File: src/rtl/rsub_pkg.sv
package rsub_pkg;
  // Digit width of the subtractor; the radix field shares it.
  localparam int unsigned NIB_W = 4;

  // Widen a radix field to the radix value, field of all zeros meaning 2**w.
  function automatic logic [NIB_W:0] radix_value(input logic [NIB_W-1:0] field);
    if (field == '0) radix_value = {1'b1, {NIB_W{1'b0}}};
    else             radix_value = {1'b0, field};
  endfunction
endpackage

File: src/rtl/rsub_radix_dec.sv
module rsub_radix_dec #(
  parameter int unsigned W = rsub_pkg::NIB_W
) (
  input  logic [W-1:0] field,
  output logic [W:0]   radix
);
  localparam logic [W:0] FULL_RADIX = {1'b1, {W{1'b0}}};

  generate
    if (W == rsub_pkg::NIB_W) begin : g_pkg
      always_comb radix = rsub_pkg::radix_value(field);
    end else begin : g_generic
      always_comb radix = (field == '0) ? FULL_RADIX : {1'b0, field};
    end
  endgenerate
endmodule

File: src/rtl/rsub_core.sv
module rsub_core #(
  parameter int unsigned W = rsub_pkg::NIB_W
) (
  input  logic [W-1:0] minuend,
  input  logic [W-1:0] subtrahend,
  input  logic         borrow_in,
  input  logic [W:0]   radix,
  output logic [W-1:0] diff,
  output logic         borrow_out,
  output logic         zero
);
  // Two guard bits: one for the radix width, one for the sign.
  localparam int unsigned SW = W + 2;

  logic signed [SW-1:0] raw;
  logic signed [SW-1:0] fixed;

  always_comb begin
    raw = $signed({2'b00, minuend}) - $signed({2'b00, subtrahend})
        - $signed({{(SW-1){1'b0}}, borrow_in});
    borrow_out = raw[SW-1];
    // Negative difference: pull it back into range by one radix step.
    fixed = borrow_out ? raw + $signed({1'b0, radix}) : raw;
    diff = fixed[W-1:0];
    zero = (diff == '0);
  end
endmodule

File: src/rtl/rsub_stage.sv
module rsub_stage #(
  parameter int unsigned PW = 6
) (
  input  logic          clk,
  input  logic          rst_n,
  input  logic          in_valid,
  output logic          in_ready,
  input  logic [PW-1:0] d,
  output logic          out_valid,
  input  logic          out_ready,
  output logic [PW-1:0] q
);
  logic          full;
  logic [PW-1:0] hold;

  assign in_ready  = !full || out_ready;
  assign out_valid = full;
  assign q         = hold;

  always_ff @(posedge clk) begin
    if (!rst_n) begin
      full <= 1'b0;
      hold <= '0;
    end else if (in_ready) begin
      full <= in_valid;
      if (in_valid) hold <= d;
    end
  end
endmodule

File: src/rtl/rsub_unit.sv
module rsub_unit #(
  parameter int unsigned W = rsub_pkg::NIB_W
) (
  input  logic         clk,
  input  logic         rst_n,
  input  logic         in_valid,
  output logic         in_ready,
  input  logic [W-1:0] in_min,
  input  logic [W-1:0] in_sub,
  input  logic         in_borrow,
  input  logic [W-1:0] in_radix,
  output logic         out_valid,
  input  logic         out_ready,
  output logic [W-1:0] out_diff,
  output logic         out_borrow,
  output logic         out_zero
);
  localparam int unsigned PW = W + 2;

  logic [W:0]    radix;
  logic [W-1:0]  c_diff;
  logic          c_borrow;
  logic          c_zero;
  logic [PW-1:0] q;

  rsub_radix_dec #(.W(W)) u_dec (
    .field (in_radix),
    .radix (radix)
  );

  rsub_core #(.W(W)) u_core (
    .minuend    (in_min),
    .subtrahend (in_sub),
    .borrow_in  (in_borrow),
    .radix      (radix),
    .diff       (c_diff),
    .borrow_out (c_borrow),
    .zero       (c_zero)
  );

  rsub_stage #(.PW(PW)) u_stage (
    .clk       (clk),
    .rst_n     (rst_n),
    .in_valid  (in_valid),
    .in_ready  (in_ready),
    .d         ({c_borrow, c_zero, c_diff}),
    .out_valid (out_valid),
    .out_ready (out_ready),
    .q         (q)
  );

  assign out_borrow = q[PW-1];
  assign out_zero   = q[PW-2];
  assign out_diff   = q[W-1:0];
endmodule

File: config.mk
export PLATFORM = sky130hd
export DESIGN_NAME = rsub_unit
export DESIGN_NICKNAME = d
export VERILOG_FILES = /design/src/rtl/rsub_pkg.sv /design/src/rtl/rsub_radix_dec.sv /design/src/rtl/rsub_core.sv /design/src/rtl/rsub_stage.sv /design/src/rtl/rsub_unit.sv
export SDC_FILE = /design/constraint.sdc
export NUM_CORES = 1
export LEC_CHECK = 0
export ABC_AREA = 0
export BUFFER_PORTS_ARGS = -buffer_cell sky130_fd_sc_hd__buf_4
export CAP_MARGIN = 20
export CORE_MARGIN = 5
export CORE_UTILIZATION = 52
export CTS_CLUSTER_SIZE = 10
export DETAILED_ROUTE_END_ITERATION = 8
export HOLD_SLACK_MARGIN = 0.03
export PLACE_DENSITY = 0.82
export SYNTH_ARGS = -nofsm -noshare
export SYNTH_HDL_FRONTEND = slang
export SYNTH_SLANG_ARGS = --single-unit
File: constraint.sdc
create_clock -name clk -period 8.25 [get_ports clk]
set_input_delay 0.825 -clock clk [delete_from_list [all_inputs] [get_ports clk]]
set_output_delay 0.825 -clock clk [all_outputs]
set_load 0.03 [all_outputs]
==> results_dict.tcl <==
set metrics [dict create \
    status "completed" \
    skew_ns 0.00347 \
    final_cells 118 \
    cts.sinks 7 \
    vias 607 \
    grt_pass1_vias 593 \
    routed_wl_mm 1.36 \
    relSlewSlack 0.757 \
    rr_startpoint "u_stage.out_valid" \
    startpoint_type "input port" \
    overflow 0 \
    synth_top_area_cell "dfxtp_1" \
    cts_tree "done" \
    arrival_ns 3.52 \
    p_total_uw 158 \
    worst_pin_slew_ns 0.365 \
    fin_crit_ns 3.36 \
    synthCells 80 \
    min_path_type "flop to flop" \
    pre_cts_slack_ns 4.60 \
    clock_latency_ns 0.25 \
    clockRootBuffer "clkbuf_4" \
    place_inst 114 \
    antenna_found_initial 0 \
    rr_endpoint "u_stage.q[4]" \
    die_w_um 47.6 \
    core_area_sq_mm 0.00132 \
    powerDensity_mw_per_mm2 167 \
    ys_seq_area_frac 0.190 \
    syn2layout_area_growth_pct 28.0 \
    cp-end-kind "flop" \
    rsz0062_at_grt "no" \
    min_path_cells 2 \
    cts_buffers 3 \
    netlist.area_leader.share 0.190 \
    fin_nets 132 \
    clk_pin_slew_ns 0.05 \
    critPathTopFamily "adder cells" \
    grt_pass1_wl_mm 2.33 \
    post_synth_num_cell_types 30 \
    r2r_slack_ns 6.96 \
    syn_area_sq_um 737 \
    rows 13 \
    avgRoutedWirePerCell_um 11.5 \
    fmax_mhz 297 \
    syn_nets 108 \
    power.leakage_nw 0.467 \
    dieArea_sq_mm 0.00227 \
    yosys_register_bits 7 \
    drt_iter0_drc 5 \
    critPathBufInv 3 \
    n_antenna_cell 0 \
    crit_type "input port to flop" \
    h-tree-depth 1 \
    post_cts_buffers 0 \
    setup-tns-final_ns 0 \
    dr.pass1.iters 4 \
    vias_per_cell 5.14 \
    synth_area_leaders "dfxtp_1 (19%), ha_1 (15%), fa_1 (5.4%)" \
    slowest_delay_ns 0.50 \
    postCtsResizedCells 0 \
    peakVddDrop_mv 0.106 \
    gp_congestion 0.732 \
    drv_cap 0 \
    cts_hold_buf 0 \
    hpwlAfterDp_mm 1.22 \
    required_ns 8.41 \
    slew_violations 0 \
    ff2ff_path_depth 4 \
    cp-startpoint "in_min[0]" \
    cpMostUsedCell "ha_1" \
    setup_slack_ns 4.89 \
    drive_above_1_share 0.359 \
    avgSynthCellArea_sq_um 9.21 \
    crit_chain "buf_4, inv_1, ha_1, fa_1, ha_1, inv_1, ha_1, a211oi_2, nor3b_1, nor3_1, xnor2_1, a22oi_2, o32ai_1" \
    final_antenna_net_count 0 \
    grtUsageTotal 0.144 \
    ys.warnings.count 0 \
    period_share 0.408 \
    portBuffers 24 \
    grt_start_max_net_pins 11 \
    drc 0 \
    cp_slowest_cell "fa_1" \
    die_y_um 47.6 \
    initial_core_util 0.559 \
    hold_end "u_stage.q[4]" \
    path_max_fanout 3 \
    finalHoldViolCount 0 \
    holdCritStartpoint "u_stage.q[4]" \
    cts_buffer_depth 2 \
    io-pin-count 25 \
    hold_ws_ns 0.477 \
    final-setup-viol-count 0 \
]
## worst reg2reg max path, delay by kind of cell (launching register included)
kind               cells  cell delay, ns
AOI/OAI and AO/OA      1            0.27
DFF                    1            0.32
and+or+nand+nor        3            0.62
## registers in the layout (all words and copies together) (netlist names)
name and flops:
u_stage.q 6, u_stage.out_valid 1
## synthesized netlist by cell type
cell type / number
a21oi_1: 2
clkbuf_1: 5
nand2_1: 5
xor2_4: 1
o21ai_0: 2
o21ba_1: 2
nor3_1: 2
and2_1: 1
o21ai_4: 1
a22oi_2: 1
a21oi_2: 1
fa_1: 2
a21boi_0: 1
inv_1: 10
mux2_4: 1
dfxtp_1: 7
nor3b_1: 2
nand2b_1: 3
a21oi_4: 1
nor2_1: 7
o32ai_1: 1
nor2b_1: 1
a211oi_2: 1
mux2i_1: 4
ha_1: 9
a31o_1: 1
o22ai_2: 1
nand3_4: 1
xnor2_1: 3
xor2_2: 1
## how the worst max path moves through the flow
| stage | end | cells after the start |
|---|---|---|
| after floorplan | u_stage.q[4] | 12 |
| after global placement | u_stage.q[4] | 13 |
| after detailed placement | u_stage.q[4] | 13 |
| after CTS | u_stage.q[4] | 13 |
| after global routing | u_stage.q[4] | 13 |
| final | u_stage.q[4] | 13 |
## where the power goes
group | internal [mW] | total [mW] | leakage, nW | switching [mW]
clock | 0.0184 | 0.0309 | 0.0150 | 0.0124
sequential | 0.0379 | 0.0398 | 0.0578 | 0.00195
combinational | 0.0407 | 0.0870 | 0.394 | 0.0464
## metal layers
metal / part of all wire / wire (um) / global-route usage / vias to the layer above
met5: 0 / 0 / 0 / -
met4: 0 / 0 / 0.0161 / 0
met1: 0.43 / 582 / 0.158 / 276
met3: 0.070 / 95 / 0.0526 / 0
met2: 0.50 / 679 / 0.270 / 17
li1: - / - / - / 314
## cell usage in the layout (no fill, tap or decap), drive strengths merged, types with 2 or more instances in the layout
cell type / Yosys / routed
clkbuf: 5 / 4
inv: 10 / 10
nor3: 2 / 2
a21oi: 4 / 4
nand2: 5 / 5
xor2: 2 / 2
ha: 9 / 9
nor2: 7 / 7
mux2i: 4 / 4
xnor2: 3 / 3
nor3b: 2 / 2
buf: 0 / 24
o21ai: 3 / 3
dfxtp: 7 / 7
nand2b: 3 / 3
o21ba: 2 / 2
fa: 2 / 2
## through the flow
stage,utilization,area [sq um]
4_1_cts,0.716,943
2_1_floorplan,-,737
5_1_grt,0.716,943
3_5_place_dp,0.696,917
3_3_place_gp,0.696,917
6_report,0.716,943
## cell families after synthesis
group           synth area share
simple gates               0.161
compound gates             0.195
buf+inv                   0.0764
fa+ha+maj                  0.207
flops                      0.190
xor+xnor                  0.0951
mux                       0.0747
## cell type report
class                   instances  area [sq um]
clock buffers                   4          26.3
fillers                       116           374
inverters                      10          37.5
multi-input cells              58           541
flip-flops and latches          7           140
well taps                      15          18.8
repair buffers                 24           180
(Power assumes the default switching activity.)
